$ cat src/rtl/adc_cmd_pkg.sv
package adc_cmd_pkg;
    localparam int WORD_W = 24;
    localparam int CODE_W = 16;
    localparam int PAD_W  = WORD_W - CODE_W;
    localparam logic [CODE_W-1:0] RESET_CODE = 16'h0011;
    localparam logic [CODE_W-1:0] READY_CODE = 16'hFF02;

    typedef enum logic [1:0] {
        S_IDLE,
        S_CMD,
        S_POLL,
        S_DONE
    } host_st_t;

    typedef enum logic [2:0] {
        F_IDLE,
        F_LEAD,
        F_SHIFT,
        F_TRAIL,
        F_GAP
    } frame_ph_t;
endpackage

$ cat src/rtl/adc_half_tick.sv
module adc_half_tick #(
    parameter int HALF = 2
) (
    input  logic clk,
    input  logic rst_n,
    input  logic active,
    output logic tick
);
    localparam int CW = $clog2(HALF + 1);

    logic [CW-1:0] cnt;

    assign tick = active && (cnt == CW'(HALF - 1));

    always_ff @(posedge clk or negedge rst_n) begin
        if (!rst_n) begin
            cnt <= '0;
        end else if (!active || tick) begin
            cnt <= '0;
        end else begin
            cnt <= cnt + 1'b1;
        end
    end
endmodule

$ cat src/rtl/adc_frame_engine.sv
module adc_frame_engine
    import adc_cmd_pkg::*;
#(
    parameter int HALF = 2
) (
    input  logic              clk,
    input  logic              rst_n,
    input  logic              go,
    input  logic [WORD_W-1:0] tx_word,
    input  logic              dout,
    output logic              sclk,
    output logic              cs_n,
    output logic              din,
    output logic              fdone,
    output logic [WORD_W-1:0] rx_word
);
    localparam int BW = $clog2(WORD_W);

    frame_ph_t         ph;
    logic [WORD_W-1:0] sh;
    logic [BW-1:0]     bitcnt;
    logic              tick;

    adc_half_tick #(.HALF(HALF)) u_tick (
        .clk    (clk),
        .rst_n  (rst_n),
        .active (ph != F_IDLE),
        .tick   (tick)
    );

    always_ff @(posedge clk or negedge rst_n) begin
        if (!rst_n) begin
            ph      <= F_IDLE;
            sh      <= '0;
            bitcnt  <= '0;
            sclk    <= 1'b0;
            cs_n    <= 1'b1;
            din     <= 1'b0;
            fdone   <= 1'b0;
            rx_word <= '0;
        end else begin
            fdone <= 1'b0;
            unique case (ph)
                F_IDLE: if (go) begin
                    cs_n   <= 1'b0;
                    sh     <= tx_word;
                    bitcnt <= '0;
                    ph     <= F_LEAD;
                end
                F_LEAD: if (tick) ph <= F_SHIFT;
                F_SHIFT: if (tick) begin
                    if (!sclk) begin
                        sclk <= 1'b1;
                        din  <= sh[WORD_W-1];
                        sh   <= {sh[WORD_W-2:0], 1'b0};
                    end else begin
                        sclk    <= 1'b0;
                        rx_word <= {rx_word[WORD_W-2:0], dout};
                        bitcnt  <= bitcnt + 1'b1;
                        if (bitcnt == BW'(WORD_W - 1)) ph <= F_TRAIL;
                    end
                end
                F_TRAIL: if (tick) begin
                    cs_n <= 1'b1;
                    din  <= 1'b0;
                    ph   <= F_GAP;
                end
                F_GAP: if (tick) begin
                    fdone <= 1'b1;
                    ph    <= F_IDLE;
                end
                default: ph <= F_IDLE;
            endcase
        end
    end
endmodule

$ cat src/rtl/adc_cmd_host.sv
module adc_cmd_host
    import adc_cmd_pkg::*;
#(
    parameter int CLK_DIV = 4,
    parameter int POLL_W  = 8
) (
    input  logic              clk,
    input  logic              rst_n,
    input  logic              start,
    input  logic              op_custom,
    input  logic [CODE_W-1:0] cmd_code,
    input  logic [POLL_W-1:0] poll_limit,
    output logic              busy,
    output logic              done,
    output logic              ready_ok,
    output logic              error,
    output logic [CODE_W-1:0] resp_code,
    output logic              sclk,
    output logic              cs_n,
    output logic              din,
    input  logic              dout
);
    localparam int HALF = (CLK_DIV < 2) ? 1 : CLK_DIV / 2;
    localparam logic [WORD_W-1:0] READY_WORD = {READY_CODE, {PAD_W{1'b0}}};

    host_st_t          state, state_n;
    logic              go, fdone;
    logic [WORD_W-1:0] tx_word, rx_word;
    logic              mode_q;
    logic [POLL_W-1:0] limit_q, polls;
    logic              poll_last, rx_exact, rx_code_hit, poll_frame;

    adc_frame_engine #(.HALF(HALF)) u_frame (
        .clk     (clk),
        .rst_n   (rst_n),
        .go      (go),
        .tx_word (tx_word),
        .dout    (dout),
        .sclk    (sclk),
        .cs_n    (cs_n),
        .din     (din),
        .fdone   (fdone),
        .rx_word (rx_word)
    );

    assign poll_last   = ({1'b0, polls} + 1'b1) >= {1'b0, limit_q};
    assign rx_exact    = (rx_word == READY_WORD);
    assign rx_code_hit = (rx_word[WORD_W-1:PAD_W] == READY_CODE);
    assign poll_frame  = (state == S_POLL);

    always_ff @(posedge clk or negedge rst_n) begin
        if (!rst_n) state <= S_IDLE;
        else        state <= state_n;
    end

    always_comb begin
        state_n = state;
        unique case (state)
            S_IDLE: if (start) state_n = S_CMD;
            S_CMD:  if (fdone) state_n = S_POLL;
            S_POLL: if (fdone) begin
                if (mode_q || rx_code_hit || poll_last) state_n = S_DONE;
            end
            S_DONE: state_n = S_IDLE;
            default: state_n = S_IDLE;
        endcase
    end

    always_comb begin
        busy    = (state != S_IDLE);
        done    = (state == S_DONE);
        go      = ((state == S_IDLE) && start) || ((state != S_IDLE) && (state_n != S_DONE) && fdone);
        tx_word = '0;
        if (state == S_IDLE) tx_word = op_custom ? {cmd_code, {PAD_W{1'b0}}} : {RESET_CODE, {PAD_W{1'b0}}};
    end

    always_ff @(posedge clk or negedge rst_n) begin
        if (!rst_n) begin
            ready_ok  <= 1'b0;
            error     <= 1'b0;
            resp_code <= '0;
            mode_q    <= 1'b0;
            limit_q   <= '0;
            polls     <= '0;
        end else if (state == S_IDLE && start) begin
            ready_ok  <= 1'b0;
            error     <= 1'b0;
            resp_code <= '0;
            mode_q    <= op_custom;
            limit_q   <= poll_limit;
            polls     <= '0;
        end else if (state == S_POLL && fdone) begin
            resp_code <= rx_word[WORD_W-1:PAD_W];
            polls     <= polls + 1'b1;
            if (mode_q)                    error    <= |rx_word[PAD_W-1:0];
            else if (rx_exact)             ready_ok <= 1'b1;
            else if (rx_code_hit || poll_last) error <= 1'b1;
        end
    end
endmodule

$ cat config.mk
export PLATFORM = sky130hd
export DESIGN_NAME = adc_cmd_host
export DESIGN_NICKNAME = d
export VERILOG_FILES = /design/src/rtl/adc_cmd_pkg.sv /design/src/rtl/adc_half_tick.sv /design/src/rtl/adc_frame_engine.sv /design/src/rtl/adc_cmd_host.sv
export SDC_FILE = /design/constraint.sdc
export NUM_CORES = 1
export LEC_CHECK = 0
export ABC_AREA = 1
export BUFFER_PORTS_ARGS = -buffer_cell sky130_fd_sc_hd__buf_2
export CORE_MARGIN = 4
export CORE_UTILIZATION = 30
export DETAILED_ROUTE_END_ITERATION = 10
export PLACE_DENSITY_LB_ADDON = 0.25
export SLEW_MARGIN = 20
export SYNTH_ARGS = -nofsm -noshare
export SYNTH_HDL_FRONTEND = slang
export SYNTH_SLANG_ARGS = --single-unit
$ cat constraint.sdc
create_clock -name clk -period 2.3 [get_ports clk]
set_input_delay 0.23 -clock clk [delete_from_list [all_inputs] [get_ports clk]]
set_output_delay 0.23 -clock clk [all_outputs]
set_load 0.01 [all_outputs]
==> results.sh <==
export IMPL_hpwl_um=6883
export IMPL_syn_area_per_cell_um2=8.217
export IMPL_crit_fanout=8
export IMPL_cts_tree="yes"
export IMPL_cts_path_max_buffers=2
export IMPL_timing_fmax_mhz=411.9
export IMPL_tightest_slew_ns=0.6913
export IMPL_finalSetupViolCount=25
export IMPL_grt_pass1_wl_um=17680
export IMPL_cts_sinks=91
export IMPL_row_count=44
export IMPL_fin_nets=655
export IMPL_hold_depth=3
export IMPL_cts_max_level=3
export IMPL_numCtsBuffers=9
export IMPL_start_kind="flop"
export IMPL_yosysUniqueCellTypes=31
export IMPL_clock_skew_ns=0.01037
export IMPL_cts_clk_slew_worst_paths_ns=0.07
export IMPL_period_needed_ns=2.427
export IMPL_antenna_found_initial=0
export IMPL_power_leakage_nw=2.746
export IMPL_dr_pass1_iters=4
export IMPL_relSlewSlack=0.5392
export IMPL_synth_ff_type="dfrtp_1"
export IMPL_regToRegStartpoint="polls[1]"
export IMPL_gr_total_overflow=0
export IMPL_synth_area_top_cells="dfrtp_1 (50%), nand2_1 (13%), o21ai_0 (6.1%), nand3_1 (5.5%), inv_1 (4.9%)"
export IMPL_rsz0062_at_grt="true"
export IMPL_regToRegSetupSlack_ns=-0.13
export IMPL_route_met2_wl_um=4849
export IMPL_period_share=1.055
export IMPL_synthTopCellsByCount="nand2_1 (154), dfrtp_1 (90), inv_1 (58)"
export IMPL_async_reset_ff_frac=1.000
export IMPL_hold_viol=0
export IMPL_whs_ns=0.07789
export IMPL_wl_met3_um=537
export IMPL_setup_ws_ns=-0.1275
export IMPL_die_width_um=130.0
export IMPL_synth_most_common_cell="nand2_1"
export IMPL_die_y_um=130.0
export IMPL_synth_seq_area_share=0.5107
export IMPL_r2r_end="u_frame.sh[22]"
export IMPL_ys_seq_elements=91
export IMPL_hold_path_end="limit_q[0]"
export IMPL_synth_largest_area_cell="dfrtp_1"
export IMPL_grt_max_degree=52
export IMPL_stdcell_area_um2=5559
export IMPL_violations="setup timing"
export IMPL_critPathCaptureType="flop"
export IMPL_yosysTopAreaCellShare=0.5048
export IMPL_synth_edf_count=0
export IMPL_synth_warnings=0
export IMPL_worst_r2r_path_depth=19
export IMPL_grt_pass1_vias=3712
export IMPL_boundaryPins=52
export IMPL_drc=0
export IMPL_antenna_left=0
export IMPL_arrival_ns=2.66
export IMPL_place_area_um2=5036
export IMPL_n_antenna_cell=0
export IMPL_max_cap_violations=0
export IMPL_grt_usage=0.1292
export IMPL_required_ns=2.54
export IMPL_drive_above_1_share=0.2177
export IMPL_dp_slack_ns=-0.2719
export IMPL_fp_coreArea_um2=14530
export IMPL_syn_to_final_growth_pct=24.59
export IMPL_route_vias_total=3724
export IMPL_initial_core_util=0.3070
export IMPL_hold_path_class="primary input to flop"
export IMPL_vdd_ir_drop_max_mv=0.3174
export IMPL_worstSetupPathType="flop to flop"
export IMPL_netlist_area_um2=4462
export IMPL_maxSlewViolCount=0
export IMPL_p_per_area_nw_per_um2=583.3
export IMPL_topRoutingLayerUsed="met4"
export IMPL_drt_met1_wl_um=4728
export IMPL_clock_latency_ns=0.35
export IMPL_wl_per_cell_um=12.72
export IMPL_holdCritStartpoint="poll_limit[0]"
export IMPL_synth_nets=583
export IMPL_io_buffers=51
export IMPL_syn_inst=543
export IMPL_status="complete, but fails checks"
export IMPL_drt_total_wl_um=10220
export IMPL_via_per_inst=4.632
export IMPL_finalWeightedCongestion=0.7645
export IMPL_cts_root_buf="clkbuf_16"
export IMPL_drt_first_iter_violations=210
export IMPL_dieArea_um2=16890
==> flip-flops by register name, indices dropped and copies added (netlist names), 2 cells and up <==
register            cells
u_frame.bitcnt          5
polls                   8
limit_q                 8
u_frame.sh             16
resp_code              16
u_frame.rx_word        24
u_frame.u_tick.cnt      2
state                   2
u_frame.ph              3
==> power breakdown <==
group	switching, mW	internal (mW)	leakage [nW]
sequential	0.00655	1.61	1.06
combinational	0.0500	0.0285	1.54
clock	0.683	0.864	0.150
total	0.740	2.50	2.75
==> metrics by stage <==
| step | total power, mW | cells | utilization | TNS (ns) |
|---|---|---|---|---|
| finish | 3.242 | 804 | 0.3825 | -2.589 |
| global route | 3.374 | 804 | 0.3825 | -8.329 |
| floorplan | 1.661 | 543 | - | 0 |
| global placement | 1.727 | 779 | 0.3465 | -5.202 |
| CTS | 3.294 | 802 | 0.3793 | -2.906 |
| detailed placement | 1.730 | 779 | 0.3465 | -5.846 |
==> cell type report <==
cell class / instances / area, um^2
clock inverter: 7 / 82.58
clock buffer: 9 / 225.2
multi-input combinational: 369 / 1989
fill: 1488 / 8975
timing repair buffer: 81 / 516.7
tap: 184 / 230.2
sequential: 91 / 2278
inverter: 63 / 236.5
==> how the worst max path moves through the flow <==
stage | start | to | cells past startpoint
global placement | polls[0] | u_frame.sh[18] | 19
CTS | polls[1] | u_frame.sh[15] | 18
detailed placement | polls[0] | u_frame.sh[17] | 19
global route | polls[1] | u_frame.sh[15] | 19
floorplan | polls[2] | u_frame.sh[13] | 19
finish | polls[1] | u_frame.sh[22] | 19
==> routing by layer <==
layer	up-vias	GRT usage
li1	1916	-
met1	1719	0.1688
met2	80	0.2135
met3	9	0.03316
met4	0	0.03484
met5	-	0
==> worst max-delay path: stages, from the launching register on <==
cell and delay (ns):
dfrtp_1 0.41, inv_2 0.08, nor3_4 0.19, buf_4 0.14
xor2_2 0.15, ha_1 0.26, nand2_2 0.06, inv_2 0.04
nand2_1 0.05, nand3_1 0.08, nand2_1 0.06, nand2_1 0.06
nand2_1 0.08, nand2_1 0.06, nand2_2 0.08, nand2_4 0.09
nand2_4 0.13, nand3_4 0.13, nand2_2 0.10, nand2_1 0.05
==> what timing repair did <==
action                                  4_1_cts  5_1_grt
gates resized for setup                      22        9
setup buffers                                 3        2
endpoints found under the setup margin       25       26
pin swaps                                    26        2
hold endpoints to repair                     49        0
gates cloned                                  3        0
hold buffers                                  1        0
==> cell usage in the layout, fill, tap and decap left out, types with 3 or more instances in the layout <==
master,count
nor3_4,3
xor2_1,3
nor2_1,33
inv_2,7
nor3_1,4
nand3_4,3
o21ai_0,54
a21oi_1,7
xor2_2,4
dfrtp_1,90
ha_1,9
nand4_1,26
nand2_2,5
buf_4,24
clkbuf_16,9
buf_6,5
nand3_1,46
nand2_1,149
nor2_2,3
nand2_4,4
buf_2,50
nand3_2,4
inv_1,54
==> cells by family after synthesis <==
logic type / synth area share
flip-flops: 0.5107
XOR/XNOR: 0.01570
multiplexers: 0.002524
AND/OR/NAND/NOR: 0.2860
AO/OA/AOI/OAI: 0.07852
adder cells (fa/ha/maj): 0.03085
buffers and inverters: 0.07572
Power figures use the tool's default switching activity.
